### src/rtl/sram_lane_pkg.sv
package sram_lane_pkg;

    localparam int NUM_LANES = 2;
    localparam int LANE_W    = 8;
    localparam int WORD_W    = NUM_LANES * LANE_W;

    typedef logic [NUM_LANES-1:0] lane_mask_t;
    typedef logic [WORD_W-1:0]    word_t;

    typedef enum logic [2:0] {
        ST_IDLE,
        ST_RD_ACCESS,
        ST_RD_CAPTURE,
        ST_WR_SETUP,
        ST_WR_PULSE,
        ST_WR_RECOVER,
        ST_TURNAROUND
    } ctrl_state_e;

    typedef struct packed {
        lane_mask_t mask;
        word_t      wdata;
    } held_req_t;

    function automatic word_t lane_bits(lane_mask_t m);
        word_t w;
        for (int i = 0; i < NUM_LANES; i++) begin
            w[i*LANE_W +: LANE_W] = {LANE_W{m[i]}};
        end
        return w;
    endfunction

endpackage

### src/rtl/sram_lane_timer.sv
module sram_lane_timer #(
    parameter int CNT_W = 2
) (
    input  logic             clk,
    input  logic             rst,
    input  logic             load,
    input  logic [CNT_W-1:0] load_val,
    output logic             done
);

    logic [CNT_W-1:0] cnt_q;

    always_ff @(posedge clk) begin
        if (rst) begin
            cnt_q <= '0;
        end else if (load) begin
            cnt_q <= load_val;
        end else if (cnt_q != '0) begin
            cnt_q <= cnt_q - CNT_W'(1);
        end
    end

    assign done = (cnt_q == '0);

endmodule

### src/rtl/sram_lane_capture.sv
module sram_lane_capture
    import sram_lane_pkg::*;
(
    input  logic       clk,
    input  logic       rst,
    input  logic       clear,
    input  logic       capture,
    input  lane_mask_t mask,
    input  word_t      dq_in,
    output word_t      rdata
);

    for (genvar g = 0; g < NUM_LANES; g++) begin : g_lane
        always_ff @(posedge clk) begin
            if (rst || clear) begin
                rdata[g*LANE_W +: LANE_W] <= '0;
            end else if (capture) begin
                rdata[g*LANE_W +: LANE_W] <= mask[g] ? dq_in[g*LANE_W +: LANE_W] : '0;
            end
        end
    end

endmodule

### src/rtl/sram_lane_ctrl.sv
module sram_lane_ctrl
    import sram_lane_pkg::*;
#(
    parameter int ADDR_W    = 16,
    parameter int READ_CYC  = 2,
    parameter int WRITE_CYC = 1,
    parameter int SETUP_CYC = 1,
    parameter int TURN_CYC  = 1
) (
    input  logic                 clk,
    input  logic                 rst,
    input  logic                 req_valid,
    output logic                 req_ready,
    input  logic [ADDR_W-1:0]    req_addr,
    input  logic                 req_write,
    input  logic [NUM_LANES-1:0] req_mask,
    input  logic [WORD_W-1:0]    req_wdata,
    output logic                 rsp_valid,
    output logic [WORD_W-1:0]    rsp_rdata,
    output logic [ADDR_W-1:0]    mem_addr,
    output logic                 mem_cs_n,
    output logic                 mem_oe_n,
    output logic                 mem_we_n,
    output logic [NUM_LANES-1:0] mem_be_n,
    output logic [WORD_W-1:0]    mem_dq_out,
    output logic                 mem_dq_oe,
    input  logic [WORD_W-1:0]    mem_dq_in
);

    localparam int MAX_A = (READ_CYC > WRITE_CYC) ? READ_CYC : WRITE_CYC;
    localparam int MAX_B = (SETUP_CYC > TURN_CYC) ? SETUP_CYC : TURN_CYC;
    localparam int MAX_C = (MAX_A > MAX_B) ? MAX_A : MAX_B;
    localparam int CNT_W = (MAX_C > 1) ? $clog2(MAX_C) : 1;

    localparam logic [CNT_W-1:0] READ_LD  = CNT_W'(READ_CYC - 1);
    localparam logic [CNT_W-1:0] WRITE_LD = CNT_W'(WRITE_CYC - 1);
    localparam logic [CNT_W-1:0] SETUP_LD = CNT_W'(SETUP_CYC - 1);
    localparam logic [CNT_W-1:0] TURN_LD  = CNT_W'(TURN_CYC - 1);

    ctrl_state_e       state_q, state_d;
    held_req_t         held_q;
    logic [ADDR_W-1:0] addr_q;
    logic              skip_q, skip_d;
    logic              accept, capture;
    logic              t_load, t_done;
    logic [CNT_W-1:0]  t_val;
    logic              chip_on;

    sram_lane_timer #(.CNT_W(CNT_W)) u_timer (
        .clk      (clk),
        .rst      (rst),
        .load     (t_load),
        .load_val (t_val),
        .done     (t_done)
    );

    sram_lane_capture u_capture (
        .clk     (clk),
        .rst     (rst),
        .clear   (accept),
        .capture (capture),
        .mask    (held_q.mask),
        .dq_in   (mem_dq_in),
        .rdata   (rsp_rdata)
    );

    assign accept = (state_q == ST_IDLE) && req_valid;

    always_comb begin
        state_d = state_q;
        t_load  = 1'b0;
        t_val   = '0;
        skip_d  = 1'b0;
        capture = 1'b0;
        unique case (state_q)
            ST_IDLE: begin
                if (req_valid) begin
                    if (req_mask == '0) begin
                        skip_d = 1'b1;
                    end else if (req_write) begin
                        state_d = ST_WR_SETUP;
                        t_load  = 1'b1;
                        t_val   = SETUP_LD;
                    end else begin
                        state_d = ST_RD_ACCESS;
                        t_load  = 1'b1;
                        t_val   = READ_LD;
                    end
                end
            end
            ST_RD_ACCESS: begin
                if (t_done) begin
                    capture = 1'b1;
                    state_d = ST_RD_CAPTURE;
                end
            end
            ST_RD_CAPTURE: begin
                state_d = ST_TURNAROUND;
                t_load  = 1'b1;
                t_val   = TURN_LD;
            end
            ST_TURNAROUND: begin
                if (t_done) state_d = ST_IDLE;
            end
            ST_WR_SETUP: begin
                if (t_done) begin
                    state_d = ST_WR_PULSE;
                    t_load  = 1'b1;
                    t_val   = WRITE_LD;
                end
            end
            ST_WR_PULSE: begin
                if (t_done) state_d = ST_WR_RECOVER;
            end
            ST_WR_RECOVER: state_d = ST_IDLE;
            default:       state_d = ST_IDLE;
        endcase
    end

    always_ff @(posedge clk) begin
        if (rst) begin
            state_q <= ST_IDLE;
            held_q  <= '0;
            addr_q  <= '0;
            skip_q  <= 1'b0;
        end else begin
            state_q <= state_d;
            skip_q  <= skip_d;
            if (accept) begin
                addr_q       <= req_addr;
                held_q.mask  <= req_mask;
                held_q.wdata <= req_wdata;
            end
        end
    end

    assign chip_on = (state_q == ST_RD_ACCESS) || (state_q == ST_WR_SETUP) ||
                     (state_q == ST_WR_PULSE)  || (state_q == ST_WR_RECOVER);

    for (genvar g = 0; g < NUM_LANES; g++) begin : g_be
        assign mem_be_n[g] = !(chip_on && held_q.mask[g]);
    end

    assign mem_cs_n   = !chip_on;
    assign mem_oe_n   = (state_q != ST_RD_ACCESS);
    assign mem_we_n   = (state_q != ST_WR_PULSE);
    assign mem_dq_oe  = (state_q == ST_WR_SETUP) || (state_q == ST_WR_PULSE) ||
                        (state_q == ST_WR_RECOVER);
    assign mem_dq_out = held_q.wdata;
    assign mem_addr   = addr_q;
    assign req_ready  = (state_q == ST_IDLE);
    assign rsp_valid  = (state_q == ST_RD_CAPTURE) || (state_q == ST_WR_RECOVER) || skip_q;

endmodule

### config.mk
export PLATFORM = sky130hd
export DESIGN_NAME = sram_lane_ctrl
export DESIGN_NICKNAME = d
export VERILOG_FILES = /design/src/rtl/sram_lane_pkg.sv /design/src/rtl/sram_lane_timer.sv /design/src/rtl/sram_lane_capture.sv /design/src/rtl/sram_lane_ctrl.sv
export SDC_FILE = /design/constraint.sdc
export NUM_CORES = 1
export LEC_CHECK = 0
export BUFFER_PORTS_ARGS = -buffer_cell sky130_fd_sc_hd__buf_2
export CAP_MARGIN = 5
export CORE_MARGIN = 1.5
export CORE_UTILIZATION = 46
export CTS_CLUSTER_SIZE = 12
export DETAILED_ROUTE_END_ITERATION = 8
export PLACE_DENSITY_LB_ADDON = 0.08
export SYNTH_ARGS = -nofsm -noshare
export SYNTH_HDL_FRONTEND = slang
export SYNTH_HIERARCHICAL = 1
export SYNTH_SLANG_ARGS = --single-unit
### constraint.sdc
create_clock -name clk -period 1.8 [get_ports clk]
set_input_delay 0.09 -clock clk [delete_from_list [all_inputs] [get_ports clk]]
set_output_delay 0.09 -clock clk [all_outputs]
set_load 0.01 [all_outputs]
==> impl_metrics.toml <==
[timing]
worst_slew_pin_slew_ns = 0.379
maxSlewViolCount = 0
finalHoldViolCount = 0
period_needed_ns = 1.62
fin_setup_tns_ns = 0
clock.fmax_ghz = 0.618
rsz0062_at_grt = "no"
setup_viol = 0
min_period_over_period_pct = 89.9
max_slew_margin_pct = 74.7
finalClockSkew_ns = 0.00684

[synthesis]
ys_seq_area_share_pct = 46.9
syn_area_per_cell_um2 = 8.27
syn_inst = 284
ys_seq_elements = 55
yosysWarnings = 6
syn_nets = 338
ys_types = 34
synthesis.area_um2 = 2350

[final_layout]
drive_above_1_share_pct = 37.3
final_cell_mix = "109 x buf_2, 75 x nand2_1, 55 x dfxtp_1"
diodes = 0
fin_nets = 428
layout_commonest_cell = "buf_2"
fillCellCount = 497
area_growth_pct = 23.5
stdcell_area_um2 = 2900

[cts]
clock_sinks = 55
numCtsBuffers = 5
cts.path.max_buffers = 2
root_buffer = "clkbuf_8"
cts_max_level = 2
clk_latency_ns = 0.30
cts_tree = "built"
clk_pin_slew_ns = 0.09

[power_and_ir_drop]
ir_drop_v = 0.000659
p_per_area_nw_per_um2 = 1080
p_leak_nw = 1.30

[route]
routed_wl_mm = 5.12
drcViolationCount = 0
dr.pass1.iters = 4
wire_per_inst_um = 11.6
via_per_inst = 4.76
vias = 2104
drt_iter0_drc = 59
ant_nets = 0

[global_routing]
grt_max_degree = 36
grt_overflow = 0
grt_pass1_vias = 1810
grt_pass1_wl_mm = 7.98
track_usage_pct = 18.3
antenna_found_initial = 0

[critical_path]
cp-end-kind = "flop"
crit_fanout = 22
worst-setup-path-type = "flop to flop"
cp.arrival_ns = 1.87
r2r-start = "state_q[2]$_SDFFE_PP0P_"
critPathLaunchType = "flop"
crit_start = "state_q[2]$_SDFFE_PP0P_"
critical_path_required_ns = 2.05

[die]
start_util_pct = 48.8
die_x_um = 74.5
num_rows = 25
die_h_um = 74.5
ios = 110
die-area_um2 = 5550
coreArea_um2 = 4820

[placement]
hpwl_mm = 3.59
placed_cell_area_um2 = 2800
io_buffers = 109
place_congestion = 0.737

[hold_path]
hp-class = "input pin to flop"
hp-start = "req_wdata[6]"

[outcome]
outcome = "finished, final reports clean"

[flow_run]
drv_cap = 0
[cells by family after synthesis]
group | share of synthesized area, %
buffers and inverters | 12.0
and+or+nand+nor | 23.9
AOI/OAI and AO/OA | 16.5
DFF | 46.9
xor gates and xnor gates | 0.373
muxes | 0.426
[Yosys cell counts]
library cell / number / share of area, %
or4_1: 1 / 0.32
nor3_1: 2 / 0.43
clkbuf_1: 9 / 1.4
nor4_1: 1 / 0.27
a211o_1: 2 / 0.75
and3_1: 1 / 0.27
and3b_1: 1 / 0.37
o2bb2ai_1: 1 / 0.37
clkinv_4: 1 / 0.37
nand2_1: 75 / 12
a211oi_2: 1 / 0.53
buf_4: 17 / 5.4
o31ai_1: 1 / 0.32
buf_6: 5 / 2.4
buf_2: 5 / 1.1
o21ai_0: 2 / 0.43
dfxtp_1: 55 / 47
nor2_1: 7 / 1.1
nor3b_1: 1 / 0.32
o41ai_1: 1 / 0.37
nand2b_1: 16 / 4.3
o21ai_1: 1 / 0.21
nand3_1: 16 / 3.4
a21o_1: 1 / 0.32
a21oi_1: 39 / 8.3
a2111oi_0: 1 / 0.37
a21oi_2: 12 / 4.5
buf_12: 1 / 0.85
or4b_1: 1 / 0.43
inv_1: 3 / 0.48
mux2i_1: 1 / 0.43
xnor2_1: 1 / 0.37
or2_1: 1 / 0.27
or4b_2: 1 / 0.43
[registers in the layout, indices dropped and copies added, names as in the netlist]
signal / flops
skip_q: 1
mem_addr: 16
state_q: 3
held_q: 2
mem_dq_out: 16
u_timer/cnt_q: 1
u_capture/rdata: 16
[timing repair]
| item | in CTS | in global routing |
|---|---|---|
| setup buffers | 0 | 0 |
| hold endpoints to repair | 1 | 0 |
| resized for setup | 0 | 0 |
| hold buffers | 2 | 0 |
[report_power, final]
group | internal, W | switching (W)
Sequential | 0.00135 | 0.0000760
Clock | 0.000273 | 0.000387
Combinational | 0.000421 | 0.000613
[layout make-up]
cell class                 instances  area, um^2  area share (%)
clock inverter                     2        12.5           0.431
inverter                           4        20.0           0.690
tap                               67        83.8            2.89
timing repair buffer             120         646            22.3
clock buffer                       6        72.6            2.50
multi-input combinational        188         966            33.3
sequential                        55        1100            37.9
[path summary, 6_finish.rpt]
kind	endpoint	slack, ns	cells past startpoint
worst max register to register	u_timer/cnt_q$_SDFF_PP0_	0.18	5
worst min register to register	mem_addr[14]$_SDFFE_PP0P_	0.46	2
worst min-delay path	mem_dq_out[6]$_SDFFE_PP0P_	0.01	3
worst max-delay path	u_timer/cnt_q$_SDFF_PP0_	0.18	5
[stage by stage]
stage                     cells  util, %  hold slack, ns  power (W)  setup WS (ns)
final                       442     60.2          0.0108    0.00312          0.181
after global routing        442     60.2         0.00770    0.00334         0.0467
after CTS                   442     60.2         0.00190    0.00317          0.182
after detailed placement    432     58.1           0.315    0.00250          0.208
after global placement      432     58.1           0.316    0.00249          0.246
after floorplan             284        -           0.167    0.00227          0.113
[metal layers]
metal / track usage (%) / wire, um / share of wire (%) / up-vias
li1: - / - / - / 1097
met1: 23.4 / 2350 / 46 / 928
met3: 6.23 / 436 / 8.5 / 6
met5: 0 / 0 / 0 / -
met2: 29.7 / 2280 / 45 / 73
met4: 4.85 / 46 / 0.90 / 0
[worst max-delay path, cell delays in order, from the launching register on]
cell and delay [ns]:
dfxtp_1 0.32, or4b_1 0.59, clkinv_4 0.18, o21ai_1 0.12, a211oi_2 0.19, and3b_1 0.17
Note: power is estimated with default switching activity, not from simulation.
